===== config.mk =====
export PLATFORM = sky130hd
export DESIGN_NAME = pc_next_unit
export DESIGN_NICKNAME = d
export VERILOG_FILES = /design/src/rtl/pcu_pkg.sv /design/src/rtl/pcu_target_calc.sv /design/src/rtl/pcu_src_mux.sv /design/src/rtl/pcu_pc_reg.sv /design/src/rtl/pc_next_unit.sv
export SDC_FILE = /design/constraint.sdc
export NUM_CORES = 1
export LEC_CHECK = 0
export ABC_AREA = 1
export CAP_MARGIN = 20
export CORE_ASPECT_RATIO = 1.4
export CORE_MARGIN = 2
export CORE_UTILIZATION = 45
export CTS_CLUSTER_DIAMETER = 150
export DETAILED_ROUTE_END_ITERATION = 10
export GPL_ROUTABILITY_DRIVEN = 0
export MAX_ROUTING_LAYER = met4
export PLACE_DENSITY = 0.83
export SLEW_MARGIN = 20
export SYNTH_ARGS = -nofsm -noshare
export SYNTH_HDL_FRONTEND = slang
export SYNTH_SLANG_ARGS = --single-unit

===== constraint.sdc =====
create_clock -name clk -period 1.7 [get_ports clk]
set_input_delay 0.34 -clock clk [delete_from_list [all_inputs] [get_ports clk]]
set_output_delay 0.34 -clock clk [all_outputs]
set_load 0.02 [all_outputs]

===== src/rtl/pcu_pkg.sv =====
package pcu_pkg;

  typedef enum logic [1:0] {
    SRC_SEQ  = 2'b00,
    SRC_BR   = 2'b01,
    SRC_JMP  = 2'b10,
    SRC_HOLD = 2'b11
  } pc_src_e;

  localparam int unsigned SRC_COUNT = 4;

endpackage


===== src/rtl/pcu_target_calc.sv =====
module pcu_target_calc #(
  parameter int unsigned ADDR_W = 32,
  parameter int unsigned BR_W   = 16,
  parameter int unsigned J_W    = 26,
  parameter int unsigned ALIGN  = 2
) (
  input  logic [ADDR_W-1:0] cur_pc,
  input  logic [BR_W-1:0]   br_imm,
  input  logic [J_W-1:0]    jmp_imm,
  output logic [ADDR_W-1:0] seq_pc,
  output logic [ADDR_W-1:0] br_pc,
  output logic [ADDR_W-1:0] jmp_pc
);

  localparam int unsigned JSPAN  = J_W + ALIGN;
  localparam int unsigned SEXT_W = ADDR_W - BR_W - ALIGN;

  // next word: adder with a single constant bit at the alignment position
  function automatic logic [ADDR_W-1:0] f_seq(input logic [ADDR_W-1:0] pc);
    logic [ADDR_W-1:0] stride;
    stride        = '0;
    stride[ALIGN] = 1'b1;
    return pc + stride;
  endfunction

  // relative target: sign-extended word offset scaled to bytes
  function automatic logic [ADDR_W-1:0] f_branch(input logic [ADDR_W-1:0] pc,
                                                 input logic [BR_W-1:0]   off);
    logic [ADDR_W-1:0] bytes;
    bytes = {{SEXT_W{off[BR_W-1]}}, off, {ALIGN{1'b0}}};
    return pc + bytes;
  endfunction

  // region-local target: upper region bits of the current address kept
  function automatic logic [ADDR_W-1:0] f_jump(input logic [ADDR_W-1:0] pc,
                                               input logic [J_W-1:0]    idx);
    return {pc[ADDR_W-1:JSPAN], idx, {ALIGN{1'b0}}};
  endfunction

  always_comb begin
    seq_pc = f_seq(cur_pc);
    br_pc  = f_branch(cur_pc, br_imm);
    jmp_pc = f_jump(cur_pc, jmp_imm);
  end

endmodule


===== src/rtl/pcu_src_mux.sv =====
module pcu_src_mux #(
  parameter int unsigned ADDR_W = 32
) (
  input  logic [1:0]        sel,
  input  logic [ADDR_W-1:0] seq_pc,
  input  logic [ADDR_W-1:0] br_pc,
  input  logic [ADDR_W-1:0] jmp_pc,
  input  logic [ADDR_W-1:0] cur_pc,
  output logic [ADDR_W-1:0] next_pc
);

  import pcu_pkg::*;

  logic [ADDR_W-1:0] cand [SRC_COUNT];
  logic [SRC_COUNT-1:0] hit;

  assign cand[SRC_SEQ]  = seq_pc;
  assign cand[SRC_BR]   = br_pc;
  assign cand[SRC_JMP]  = jmp_pc;
  assign cand[SRC_HOLD] = cur_pc;

  for (genvar g = 0; g < SRC_COUNT; g++) begin : g_hit
    assign hit[g] = (sel == g[1:0]);
  end

  always_comb begin
    next_pc = '0;
    for (int i = 0; i < SRC_COUNT; i++) begin
      if (hit[i]) next_pc = next_pc | cand[i];
    end
  end

endmodule


===== src/rtl/pcu_pc_reg.sv =====
module pcu_pc_reg #(
  parameter int unsigned ADDR_W = 32,
  parameter int unsigned ALIGN  = 2
) (
  input  logic              clk,
  input  logic              rst,
  input  logic              load_en,
  input  logic [ADDR_W-1:0] d,
  output logic [ADDR_W-1:0] q
);

  localparam int unsigned STORE_W = ADDR_W - ALIGN;

  logic [STORE_W-1:0] hi_q;

  // only the word-address bits are flops; state moves on the falling edge
  always_ff @(negedge clk) begin
    if (rst)          hi_q <= '0;
    else if (load_en) hi_q <= d[ADDR_W-1:ALIGN];
  end

  assign q = {hi_q, {ALIGN{1'b0}}};

  assert_reset_clears_R7: assert property (@(negedge clk)
    rst |=> (q == '0));

  assert_disabled_holds_R1: assert property (@(negedge clk) disable iff (rst)
    !load_en |=> $stable(q));

endmodule


===== src/rtl/pc_next_unit.sv =====
module pc_next_unit #(
  parameter int unsigned ADDR_W = 32,
  parameter int unsigned BR_W   = 16,
  parameter int unsigned J_W    = 26,
  parameter int unsigned ALIGN  = 2
) (
  input  logic              clk,
  input  logic              rst,
  input  logic              load_en,
  input  logic [1:0]        src_sel,
  input  logic [BR_W-1:0]   br_imm,
  input  logic [J_W-1:0]    jmp_imm,
  output logic [ADDR_W-1:0] fetch_addr
);

  import pcu_pkg::*;

  localparam int unsigned JSPAN = J_W + ALIGN;

  logic [ADDR_W-1:0] seq_pc, br_pc, jmp_pc, next_pc;

  // named events for the checks below
  logic take_seq, take_br, take_jmp, take_hold;
  assign take_seq  = load_en && (src_sel == SRC_SEQ);
  assign take_br   = load_en && (src_sel == SRC_BR);
  assign take_jmp  = load_en && (src_sel == SRC_JMP);
  assign take_hold = load_en && (src_sel == SRC_HOLD);

  pcu_target_calc #(
    .ADDR_W(ADDR_W), .BR_W(BR_W), .J_W(J_W), .ALIGN(ALIGN)
  ) u_calc (
    .cur_pc (fetch_addr),
    .br_imm (br_imm),
    .jmp_imm(jmp_imm),
    .seq_pc (seq_pc),
    .br_pc  (br_pc),
    .jmp_pc (jmp_pc)
  );

  pcu_src_mux #(.ADDR_W(ADDR_W)) u_mux (
    .sel    (src_sel),
    .seq_pc (seq_pc),
    .br_pc  (br_pc),
    .jmp_pc (jmp_pc),
    .cur_pc (fetch_addr),
    .next_pc(next_pc)
  );

  pcu_pc_reg #(.ADDR_W(ADDR_W), .ALIGN(ALIGN)) u_reg (
    .clk    (clk),
    .rst    (rst),
    .load_en(load_en),
    .d      (next_pc),
    .q      (fetch_addr)
  );

  assert_seq_step_R2: assert property (@(negedge clk) disable iff (rst)
    take_seq |=> (fetch_addr - $past(fetch_addr) == ADDR_W'(4)));

  assert_jump_keeps_region_R4: assert property (@(negedge clk) disable iff (rst)
    take_jmp |=> (fetch_addr[ADDR_W-1:JSPAN] == $past(fetch_addr[ADDR_W-1:JSPAN])));

  assert_hold_code_R5: assert property (@(negedge clk) disable iff (rst)
    take_hold |=> $stable(fetch_addr));

  assert_branch_low_bits_R6: assert property (@(negedge clk) disable iff (rst)
    take_br |=> (fetch_addr[ALIGN-1:0] == '0));

endmodule


==> impl_metrics.toml, run 1 <==
[die]
io_pins = 79
rows = 43
die_x_um = 89.2
die_h_um = 123
start_util = 0.462

[logic_synthesis]
synthAdderAreaFrac = 0.0865
seq_area_frac_synth = 0.131
synthMuxAreaShare = 0
synth-edff-count = 0
synth-simple-area-share = 0.459
synthTopCellsByCount = "nand2_1 (269), inv_1 (119), nand3_1 (67), nor2_1 (65), a21oi_1 (52)"
syn_area_sq_um = 4570
synth_top_family_by_area = "simple AND/OR/NAND/NOR gates"
yosysTopAreaCellShare = 0.221
yosysMostFrequentCell = "nand2_1"
yosys_warnings = 0
synth_compound_area_frac = 0.173
synth_xor_area_frac = 0.0172
synth_area_per_cell_sq_um = 5.60
synth_ff_type = "dfxtp_1"
async_flop_share = 0
yosys-top-cells-area = "nand2_1 (22%), dfxtp_1 (13%), inv_1 (9.8%)"
netlist-cell-type-count = 51
ys_ff_latch = 30
synth_top_area_cell = "nand2_1"
netlist_instances = 817

[clock_network]
htreeDepth = 2
cts-root-buf = "clkbuf_16"
cts_buffers = 5
clockBufferDepth = 2
cts_sinks = 30
cts_hold_buf = 0

[placed_design]
hpwl_um = 14500
io_buffer_count = 76

[outcome]
last-stage-reached = "5_1_grt"
error_line = "[ERROR GRT-0232] Routing congestion too high. Check the congestion heatmap in the GUI."
status = "stopped before the end"

[timing]
worst_path_end_type = "sequential cell input"
crit_endpoint = "u_reg.hi_q[27]$_SDFFE_NP0P_/D"

[grt]
grt.overflow.total = 7
grtUsageTotal = 0.659
grt_max_degree = 21
[per-layer routing]
layer / overflow / track usage
met2: 4 / 0.823
met1: 0 / 0.663
met3: 0 / 0.428
met5: - / -
met4: 3 / 0.643
[kinds of logic after synthesis]
group / after synthesis
simple gates: 470
other cells: 1
buf+inv: 144
compound gates: 132
fa+ha+maj: 31
xor+xnor: 9
flops: 30
[per-stage QoR]
step | area (sq um) | utilization | setup WS, ps | setup TNS [ps] | cells
after CTS | 8030 | 0.811 | -821 | -28610 | 1197
after detailed placement | 6840 | 0.691 | -1700 | -55650 | 1132
after floorplan | 5100 | - | -914 | -19910 | 818
after global placement | 6840 | 0.691 | -1660 | -54430 | 1132
[repair_timing]
action	4_1_cts
gates resized for setup	469
cloned	2
buffers inserted	28
hold endpoints to repair	0
pin swaps	117
endpoints found under the setup margin	60
==> run 2: changes to the inputs <==
Settings changed: CORE_ASPECT_RATIO 1.4 to unset, CORE_UTILIZATION 45 to 30, CTS_CLUSTER_DIAMETER 150 to unset, MAX_ROUTING_LAYER met4 to unset, PLACE_DENSITY 0.83 to unset, PLACE_DENSITY_LB_ADDON set to 0.15.
Clock period 1.7 ns to 2.2 ns, I/O delays scaled along.
==> run 2 against run 1 <==
Compared with the run above: synthesized area stayed put; synthesized cell count unchanged; the flow now finishes, with violations (setup timing).
==> impl_metrics.toml, run 2 <==
[drt]
avgRoutedWirePerCell_um = 17.4
drt_iter0_markers = 577
top_layer = "met4"
routedLengthMet1_um = 9270
vias = 6542
firstDrtPassIters = 5
totalWireLength_um = 21900
wl_met3_um = 1800
viasPerCell = 5.21
met2_length_um = 10200
drtAntennaViolNets = 0
drc = 0

[clock_network]
cts_sinks = 30
cts_buffers = 5
cts-root-buf = "clkbuf_16"
tritoncts = "built"
clockBufferDepth = 2
clk_pin_slew_worst_paths_ps = 30
cts_hold_buf = 0
insertion_delay_ps = 380
htreeDepth = 2

[run]
cap_violations = 0

[outcome]
violations = "setup timing"
status = "finished with violations"

[pwr]
p_leak_nw = 4.10
power_w = 0.00380
max-vdd-ir-drop_mv = 0.255
power_density_nw_per_um2 = 428

[timing]
rsz0062_at_grt = "yes"
skew_ps = 15.6
fin_ws_ps = -691
setup_viol = 59
whs_ps = 632
drv_slew = 0
hold_viol_final = 0

[setup_path]
slowest_delay_ps = 380
crit_path_end_kind = "flop"
cpMostUsedCell = "nand2_1"
slowest_stage = "fa_2"
worstPathMaxFanout = 4
path_class = "primary input to flop"
worstPathArrival_ps = 2080
path_cells = "buf_6 > ha_4 > fa_2 > buf_6 > nand3_4 > nand3_4 > buf_6 > nand2_2 > nand2_1 > nand2_1 > nand3_2 > nand2_1 > nand2_1 > a21oi_1"
required_ps = 1390
startpoint_type = "primary input"

[placed_design]
hpwl_um = 16200
dp_slack_ps = -1550
io_buffer_count = 76

[grt]
grt_pass1_wl_um = 33000
grtUsageTotal = 0.261
grt.overflow.total = 0
antenna_found_initial = 0
grt_pass1_vias = 6508
grt_max_degree = 17

[logic_synthesis]
yosysTopAreaCellShare = 0.221
yosys-top-cells-area = "nand2_1 (22%), dfxtp_1 (13%), inv_1 (9.8%)"
synth-edff-count = 0
synth_ff_type = "dfxtp_1"
synth_top_area_cell = "nand2_1"
yosys_warnings = 0
seq_area_frac_synth = 0.131
yosysMostFrequentCell = "nand2_1"
syn_area_sq_um = 4570
async_flop_share = 0
synthTopCellsByCount = "nand2_1 (269), inv_1 (119), nand3_1 (67), nor2_1 (65), a21oi_1 (52)"
netlist-cell-type-count = 51
netlist_instances = 817
synth_area_per_cell_sq_um = 5.60
ys_ff_latch = 30

[die]
io_pins = 79
die_h_um = 127
start_util = 0.304
die_x_um = 127
dieArea_sq_um = 16200
rows = 45
core-area_sq_um = 15000

[cells_and_area]
regMostFlops = "u_reg.hi_q"
drive_gt1_frac = 0.523
top_regs = "u_reg.hi_q: 30 flops"
final_cell_mix = "nand2_1 (166), inv_1 (130), buf_4 (110), nand2_2 (75), buf_6 (75)"
layout_commonest_cell = "nand2_1"
largest_reg_flops = 30
nFillCells = 1325
fin_util = 0.591
n_antenna_cell = 0
synthToLayoutAreaGrowth_pct = 94.3
num-nets-final = 1145

[min_path]
worst_hold_path_type = "flop to flop"
run 2: cell counts after synthesis:
Identical to the previous run, type by type.
run 2: final cells by class:
class	instances	area [sq um]	share of cell area
multi-input combinational	644	5040	0.567
timing repair buffer	232	2200	0.248
clock buffer	5	125	0.0141
tap	188	235	0.0265
inverter	124	475	0.0535
clock inverter	33	160	0.0180
sequential	30	644	0.0725
run 2: final timing paths:
| kind | startpoint | end | slack, ps | depth (start not counted) |
|---|---|---|---|---|
| max | br_imm[0] | u_reg.hi_q[26] | -690 | 14 |
| min | u_reg.hi_q[27] | u_reg.hi_q[27] | 630 | 3 |
| max reg2reg | u_reg.hi_q[0] | u_reg.hi_q[26] | 70 | 14 |
| min reg2reg | u_reg.hi_q[27] | u_reg.hi_q[27] | 630 | 3 |
run 2: what timing repair did:
item | CTS | global route
endpoints found under the setup margin | 60 | 60
gates cloned | 0 | 0
setup buffers | 36 | 15
pin swaps | 145 | 109
resized for setup | 521 | 115
run 2: through the flow:
stage / cell area (sq um) / cells / TNS [ps]
after floorplan: 5090 / 818 / -15110
after global placement: 6880 / 1180 / -47630
after detailed placement: 6880 / 1180 / -47660
after CTS: 8390 / 1246 / -20460
after global routing: 8880 / 1256 / -22850
final: 8880 / 1256 / -20440
run 2: cell families (layout without fill, tap and decap cells):
family	after synthesis	count (layout)	share of synthesized area
AND/OR/NAND/NOR	470	470	0.459
buffers and inverters	144	394	0.132
XOR/XNOR	9	9	0.0172
other	1	2	0.000820
flip-flops	30	30	0.131
AO/OA/AOI/OAI	132	132	0.173
adder cells (fa/ha/maj)	31	31	0.0865
run 2: layer usage:
layer	GRT usage	vias to the layer above
li1	-	3164
met1	0.340	3066
met2	0.417	267
met3	0.0628	45
met4	0.0976	0
met5	0	-
run 2: report_power, final:
part	switching, W	internal, W
Clock	0.000492	0.000615
Sequential	0.0000332	0.000595
Combinational	0.00112	0.000950
run 2: critical path: cells and delay by family:
family,cells,cell delay (ps)
adders and majority gates,2,540
and+or+nand+nor,8,580
AOI/OAI and AO/OA,1,140
buffers and inverters,3,380
Power figures use the tool's default switching activity.
